`config.mk`:
```
export PLATFORM = sky130hd
export DESIGN_NAME = booth_mult
export DESIGN_NICKNAME = d
export VERILOG_FILES = /design/src/rtl/booth_pkg.sv /design/src/rtl/booth_step.sv /design/src/rtl/booth_ctrl.sv /design/src/rtl/booth_datapath.sv /design/src/rtl/booth_mult.sv
export SDC_FILE = /design/constraint.sdc
export NUM_CORES = 1
export LEC_CHECK = 0
export CELL_PAD_IN_SITES_DETAIL_PLACEMENT = 0
export CELL_PAD_IN_SITES_GLOBAL_PLACEMENT = 2
export CORE_MARGIN = 2
export CORE_UTILIZATION = 36
export CTS_BUF_LIST = sky130_fd_sc_hd__clkbuf_2
export DETAILED_ROUTE_END_ITERATION = 16
export HOLD_SLACK_MARGIN = 0.06
export PLACE_DENSITY = 0.92
export SLEW_MARGIN = 30
export SYNTH_ARGS = -nofsm -noshare
export SYNTH_HDL_FRONTEND = slang
export SYNTH_SLANG_ARGS = --single-unit
```
`constraint.sdc`:
```
create_clock -name clk -period 4.6 [get_ports clk]
set_input_delay 0.46 -clock clk [delete_from_list [all_inputs] [get_ports clk]]
set_output_delay 0.46 -clock clk [all_outputs]
set_load 0.01 [all_outputs]
```
`src/rtl/booth_pkg.sv`:
```
// Package booth_pkg
// Shared types for the sequential Booth multiplier.
// Assumes: nothing beyond IEEE 1800-2017.
package booth_pkg;

    // Controller phases: waiting for work, or iterating.
    typedef enum logic {
        PH_IDLE = 1'b0,
        PH_RUN  = 1'b1
    } booth_phase_t;

endpackage

```
`src/rtl/booth_step.sv`:
```
// Module booth_step
// One radix-2 Booth iteration in combinational logic. It examines the two
// lowest bits of the working word and adds the positive addend (pair 01),
// adds the negative addend (pair 10) or adds nothing (00, 11). It then
// shifts the sum right by one place, keeping the sign.
// Assumes: both addends already sit in the upper, guard-extended field.
module booth_step #(
    parameter int W = 10
) (
    input  logic [W-1:0] work_in,
    input  logic [W-1:0] add_pos,
    input  logic [W-1:0] add_neg,
    output logic [W-1:0] work_out
);

    logic [W-1:0] sum;

    // Choose the addend from the recoded bit pair and shift the sum.
    always_comb begin
        unique case (work_in[1:0])
            2'b01:   sum = work_in + add_pos;
            2'b10:   sum = work_in + add_neg;
            default: sum = work_in;
        endcase
        work_out = {sum[W-1], sum[W-1:1]};
    end

endmodule

```
`src/rtl/booth_ctrl.sv`:
```
// Module booth_ctrl
// Sequencer: it accepts start only while idle, counts N iterations and
// then pulses done for one cycle.
// Assumes: start is synchronous to clk. Reset is synchronous and active low.
module booth_ctrl
    import booth_pkg::*;
#(
    parameter int N = 4
) (
    input  logic clk,
    input  logic rst_n,
    input  logic start,
    output logic load,
    output logic step_en,
    output logic busy,
    output logic done
);

    localparam int CW = $clog2(N + 1);
    localparam logic [CW-1:0] LAST = CW'(N - 1);

    booth_phase_t    phase;
    logic [CW-1:0]   iter;

    assign load    = start && (phase == PH_IDLE);
    assign step_en = (phase == PH_RUN);
    assign busy    = (phase == PH_RUN);

    // Phase, iteration count and done pulse.
    always_ff @(posedge clk) begin
        if (!rst_n) begin
            phase <= PH_IDLE;
            iter  <= '0;
            done  <= 1'b0;
        end else begin
            done <= 1'b0;
            if (load) begin
                phase <= PH_RUN;
                iter  <= '0;
            end else if (phase == PH_RUN) begin
                if (iter == LAST) begin
                    phase <= PH_IDLE;
                    done  <= 1'b1;
                end
                iter <= iter + 1'b1;
            end
        end
    end

    // reset clears the handshake outputs on the next edge.
    a_r1_reset_idle: assert property (@(posedge clk)
        !rst_n |=> (!busy && !done));

    // done lasts one cycle only.
    a_r3_done_pulse: assert property (@(posedge clk) disable iff (!rst_n)
        done |=> !done);

    // busy and done never overlap.
    a_r3_exclusive: assert property (@(posedge clk) disable iff (!rst_n)
        !(busy && done));

    // the iteration count stays within N while running.
    a_r3_count_bound: assert property (@(posedge clk) disable iff (!rst_n)
        busy |-> (iter < CW'(N)));

    // start while busy does not restart; the run continues or completes.
    a_r7_no_restart: assert property (@(posedge clk) disable iff (!rst_n)
        (busy && start && iter != LAST) |=> (busy && iter == $past(iter) + 1'b1));

endmodule

```
`src/rtl/booth_datapath.sv`:
```
// Module booth_datapath
// Holds the working word {guard, upper N, lower N, trailing bit} and the two
// precomputed addends (+multiplicand and -multiplicand in the upper field).
// Assumes: load and step_en are never high together.
module booth_datapath #(
    parameter int N = 4
) (
    input  logic           clk,
    input  logic           rst_n,
    input  logic           load,
    input  logic           step_en,
    input  logic [N-1:0]   mcand,
    input  logic [N-1:0]   mplier,
    output logic [2*N-1:0] result
);

    localparam int W  = 2 * N + 2;
    localparam int HW = N + 1;

    logic [W-1:0]  work_q, work_nx;
    logic [W-1:0]  add_pos_q, add_neg_q;
    logic [HW-1:0] mc_ext, mc_neg;

    // Guard-extended multiplicand and its negation.
    always_comb begin
        mc_ext = {mcand[N-1], mcand};
        mc_neg = (~mc_ext) + 1'b1;
    end

    booth_step #(.W(W)) u_step (
        .work_in  (work_q),
        .add_pos  (add_pos_q),
        .add_neg  (add_neg_q),
        .work_out (work_nx)
    );

    // Load operands on accept, then iterate one step per cycle.
    always_ff @(posedge clk) begin
        if (!rst_n) begin
            work_q    <= '0;
            add_pos_q <= '0;
            add_neg_q <= '0;
        end else if (load) begin
            work_q    <= {{HW{1'b0}}, mplier, 1'b0};
            add_pos_q <= {mc_ext, {HW{1'b0}}};
            add_neg_q <= {mc_neg, {HW{1'b0}}};
        end else if (step_en) begin
            work_q <= work_nx;
        end
    end

    assign result = work_q[W-2:1];

    // the two addends stay exact negations, even for the most negative value.
    a_r5_addend_negation: assert property (@(posedge clk) disable iff (!rst_n)
        step_en |-> ((add_pos_q[W-1:HW] + add_neg_q[W-1:HW]) == '0));

    // the addends cannot change during a run.
    a_r7_addends_stable: assert property (@(posedge clk) disable iff (!rst_n)
        (step_en && $past(step_en)) |-> ($stable(add_pos_q) && $stable(add_neg_q)));

    // the working word holds while neither loading nor stepping.
    a_r8_hold: assert property (@(posedge clk) disable iff (!rst_n)
        ($past(rst_n) && !$past(load) && !$past(step_en)) |-> $stable(work_q));

    // the guard bit agrees with the product sign when idle, so 2N bits suffice.
    a_r6_guard_fit: assert property (@(posedge clk) disable iff (!rst_n)
        ($past(step_en) && !step_en) |-> (work_q[W-1] == work_q[W-2]));

endmodule

```
`src/rtl/booth_mult.sv`:
```
// Module booth_mult
// Top of the sequential radix-2 Booth signed multiplier: it ties the
// sequencer to the datapath.
// Assumes: operands are two's complement; N >= 2.
module booth_mult #(
    parameter int N = 4
) (
    input  logic           clk,
    input  logic           rst_n,
    input  logic           start,
    input  logic [N-1:0]   mcand,
    input  logic [N-1:0]   mplier,
    output logic           busy,
    output logic           done,
    output logic [2*N-1:0] product
);

    logic load, step_en;

    booth_ctrl #(.N(N)) u_ctrl (
        .clk     (clk),
        .rst_n   (rst_n),
        .start   (start),
        .load    (load),
        .step_en (step_en),
        .busy    (busy),
        .done    (done)
    );

    booth_datapath #(.N(N)) u_dp (
        .clk     (clk),
        .rst_n   (rst_n),
        .load    (load),
        .step_en (step_en),
        .mcand   (mcand),
        .mplier  (mplier),
        .result  (product)
    );

    // an accepted start makes busy high on the next edge.
    a_r2_accept: assert property (@(posedge clk) disable iff (!rst_n)
        (start && !busy) |=> busy);

    // the product is stable between done and the next accepted start.
    a_r8_product_held: assert property (@(posedge clk) disable iff (!rst_n)
        ($past(done) && !busy) |-> $stable(product));

endmodule

```
# Word-level counts from Yosys, hierarchy flattened
# Index checks and enable logic that the tools add are counted.
# word_totals
register_bits,23
in_bits,11
output_inout_bits,10
elab_cells,28
# op_classes
n_addsub,4
eq_ne,3
n_mux,7
n_bitwise,3
n_reduce_logical,4
# ops
cell,n
$pmux W10 S2,1
$add A10 B10 Y10,1
$add A9 B9 Y10,1
$mux W5,2
$add A5 B1 Y5 const B,1
$not A5 Y5,1
$mux W1,4
$add A3 B1 Y3 const B,1
$eq A3 B2 Y1 const B,1
$reduce_or A3 Y1,1
$eq A2 B1 Y1 const B,1
$eq A2 B2 Y1 const B,1
$not A1 Y1,2
$reduce_bool A2 Y1,1
$reduce_or A2 Y1,1
$logic_and A1 B1 Y1,1

# Longest topological paths before layout
# logic_depth
word_depth,4
mapped_depth,7
depth_no_buf,7

# Hierarchy
# Synthesis repeated with hierarchy kept, for this count alone.
# hier_totals
hier_cells,205
area_unflattened_um2,1773.0
# modules_own_cells
mod,instances,cells_each,area_per_inst_um2,seq_area_each_um2
booth_datapath,1,85,827.0,360.3
booth_step,1,96,700.7,0.0
booth_ctrl,1,24,245.2,100.1

# Worst setup path before layout
# Ideal clock, no wire load.
# synth_path
path_type,flip-flop to flip-flop
startpoint,reg u_dp.work_q[5]
endpoint,"reg, netlist name u_dp.work_q[8]"
setup_ns,0.086
t_arrival_ns,1.738
required_ns,4.514
path_slack_ns,2.777
path_stages_with_launch,8
n_path_buf,0
period_less_slack_ns,1.823
cell_sequence,dfxtp_1 > ha_1 > fa_1 > a21o_1 > a21oi_1 > xnor2_1 > a22oi_1 > a211oi_1
# synth_via
elab_chain_cells,2
word_cells_on_any_way,3
classes_between,add/sub (2); mux (1)
# synth_rtl
item,line_no,source
start: declaration,booth_datapath.sv:20,"logic [W-1:0] work_q, work_nx;"
start signal: assignment,booth_datapath.sv:44,"work_q <= {{HW{1'b0}}, mplier, 1'b0};"
start signal: assignment,booth_datapath.sv:48,work_q <= work_nx;
$add A10 B10 Y10 or $add A9 B9 Y10 (tied branches),"booth_step.sv:22, booth_step.sv:21",
$pmux W10 S2 *,booth_step.sv:20,unique case (work_in[1:0])
# Mark *: on every way between the ends. The rest lies on a longest branch, timed or not.
# A chain may end at the register's enable or synchronous reset.

# Worst setup path in the final report
# layout_path
startpoint,reg u_ctrl.phase (netlist: u_ctrl.busy)
endpoint,out busy
# layout_rtl
item,line_no,source
start: declaration,booth_ctrl.sv:22,booth_phase_t phase;
start signal: assignment,booth_ctrl.sv:32,phase <= PH_IDLE;
start signal: assignment,booth_ctrl.sv:38,phase <= PH_RUN;
start signal: assignment,booth_ctrl.sv:42,phase <= PH_IDLE;
end: declaration,booth_mult.sv:13,"output logic busy,"
# No word-level cell between the ends.

==> qor.yml <==
port_buffers: 20
tns_ns: 0
slowest_delay_ns: 0.90
clk_latency_ns: 0.32
avgSynthCellArea_um2: 8.91
rsz0062_at_grt: "no"
post_cts_buffers: 0
drive_gt1_share_pct: 3.14
via_per_inst: 4.81
finalSetupViolCount: 0
start_util_pct: 37.9
multi_input_area_um2: 759
cts_max_path_buffers: 2
cp_top_family: "flip-flops"
wl_per_cell_um: 12.1
ys_ff_latch: 22
peakVddDrop_mv: 0.126
fillers: 344
cts.sinks: 22
layout_commonest_cell: "dfxtp_1"
core_um2: 3390
antennaDiodeCount: 0
die-height_um: 63.7
die_w_um: 63.7
critPathLaunchType: "flip-flop"
drtIter0Drc: 24
cts_buffers: 3
arrival_ns: 1.89
power_density_nw_per_um2: 237
drv_cap: 0
drc: 0
gp_congestion: 0.761
final-seq-area_um2: 440
cp_slowest_cell: "dfxtp_1"
p_leak_nw: 0.665
grt_pass1_vias: 897
die-area_um2: 4060
area_growth_pct: 17.3
period_minus_slack_ns: 2.35
skew_ns: 0.0121
ys_warn_count: 0
worst-path-buf-inv: 1
final_nets: 185
cts_resized: 0
dpl-instance-area_um2: 1490
cts_tree: "done"
grt_pass1_wl_um: 4300
postLayoutCellArea_um2: 1510
grt_overflow: 0
antenna_found_initial: 0
power.total_uw: 357
clk_pin_slew_worst_paths_ns: 0.20
synth_nets: 169
whs_ns: 0.486
post-dp-hpwl_um: 1940
hold_viol_final: 0
antenna_left: 0
outcome: "complete, no violations"
ios: 21
rows: 21
crit_fanout: 25
grt_max_degree: 26
hp-class: "flip-flop to flip-flop"
ys_types: 32
track_usage_pct: 13.3
hold_buffers: 0
dr.pass1.iters: 4
post-route-period-util_pct: 51.1
syn_area_um2: 1280
fmax_ghz: 0.426
syn_inst: 144
layout_common_cells: "dfxtp_1, clkdlybuf4s50_1, nand2_1"
routed_wirelength_um: 2470
cp-end-kind: "primary output"
maxSlewHeadroom_pct: 45.7
via_count: 987
path_class: "flip-flop to primary output"
worstPathCellList: "clkdlybuf4s50_1"
htreeDepth: 1
slew_viol_final: 0
yosysSeqAreaShare_pct: 34.3
required_ns: 4.14
cts_root_buf: "clkbuf_2"
worst_pin_slew_ns: 0.813
## logic make-up after synthesis
kind of cell,share of synthesized area (%)
XOR/XNOR,5.46
flip-flops,34.3
adder cells (fa/ha/maj),14.8
buffers and inverters,6.53
AO/OA/AOI/OAI,18.8
AND/OR/NAND/NOR,14.5
multiplexers,5.56
## path summary, 6_finish.rpt
path | startpoint | endpoint | slack [ns] | cells after the start
min | u_dp.add_pos_q[7] | u_dp.add_pos_q[7] | 0.49 | 2
max reg2reg | u_ctrl.busy | u_dp.work_q[6] | 2.47 | 5
min reg2reg | u_dp.add_pos_q[7] | u_dp.add_pos_q[7] | 0.49 | 2
max | u_ctrl.busy | busy | 2.25 | 1
## synthesized netlist by cell type
cell type | number | area [µm²]
mux2_1 | 1 | 11.3
nor3_1 | 2 | 10.0
a22oi_1 | 3 | 22.5
nor2_1 | 7 | 26.3
o21ai_1 | 3 | 15.0
ha_1 | 12 | 150
a221oi_2 | 1 | 15.0
o211ai_1 | 1 | 7.51
nor2b_1 | 4 | 25.0
fa_1 | 2 | 40.0
a21boi_1 | 6 | 45.0
and3_1 | 1 | 6.26
a31oi_1 | 1 | 6.26
dfxtp_1 | 22 | 440
nand3_1 | 2 | 10.0
a21o_1 | 3 | 22.5
nand2_1 | 19 | 71.3
o211a_1 | 2 | 20.0
nand2b_1 | 2 | 12.5
xor2_1 | 4 | 35.0
buf_4 | 4 | 30.0
o32ai_1 | 1 | 8.76
a211oi_1 | 2 | 15.0
clkbuf_1 | 1 | 3.75
mux2i_1 | 6 | 60.1
inv_1 | 8 | 30.0
a21oi_1 | 5 | 25.0
a21oi_2 | 1 | 8.76
xnor2_1 | 4 | 35.0
buf_2 | 4 | 20.0
o21ai_0 | 6 | 30.0
and2_1 | 4 | 25.0
## per-layer routing
metal	wire length, µm	GRT usage [%]
met2	1080	19.5
met1	1300	19.8
met5	0	0
met3	80	1.61
met4	15	4.89
## state kept, by name, summed over array words and instances, names as in the netlist
name	cells
u_ctrl.done	1
u_dp.add_neg_q	4
u_ctrl.iter	3
u_dp.add_pos_q	4
u_ctrl.busy	1
u_dp.work_q	9
## report_power, final
part | internal (mW) | total, mW | switching, mW
registers | 0.201 | 0.214 | 0.0134
logic | 0.0370 | 0.0688 | 0.0317
clock network | 0.0189 | 0.0745 | 0.0556
## final cells by class
cell class	count	area share [%]
clock inverters	1	0.249
repair buffers	20	13.3
well taps	46	3.82
multi-input cells	105	50.4
flip-flops and latches	22	29.2
inverters	8	1.99
clock buffers	3	0.997
## per-stage QoR
stage / cells / setup slack, ns / utilization (%)
3_3_place_gp: 201 / 2.48 / 43.9
5_1_grt: 205 / 2.08 / 44.4
3_5_place_dp: 201 / 2.39 / 43.9
4_1_cts: 205 / 2.21 / 44.4
6_report: 205 / 2.25 / 44.4
2_1_floorplan: 144 / 2.78 / -
No activity file was read; power rests on OpenSTA's default activity.
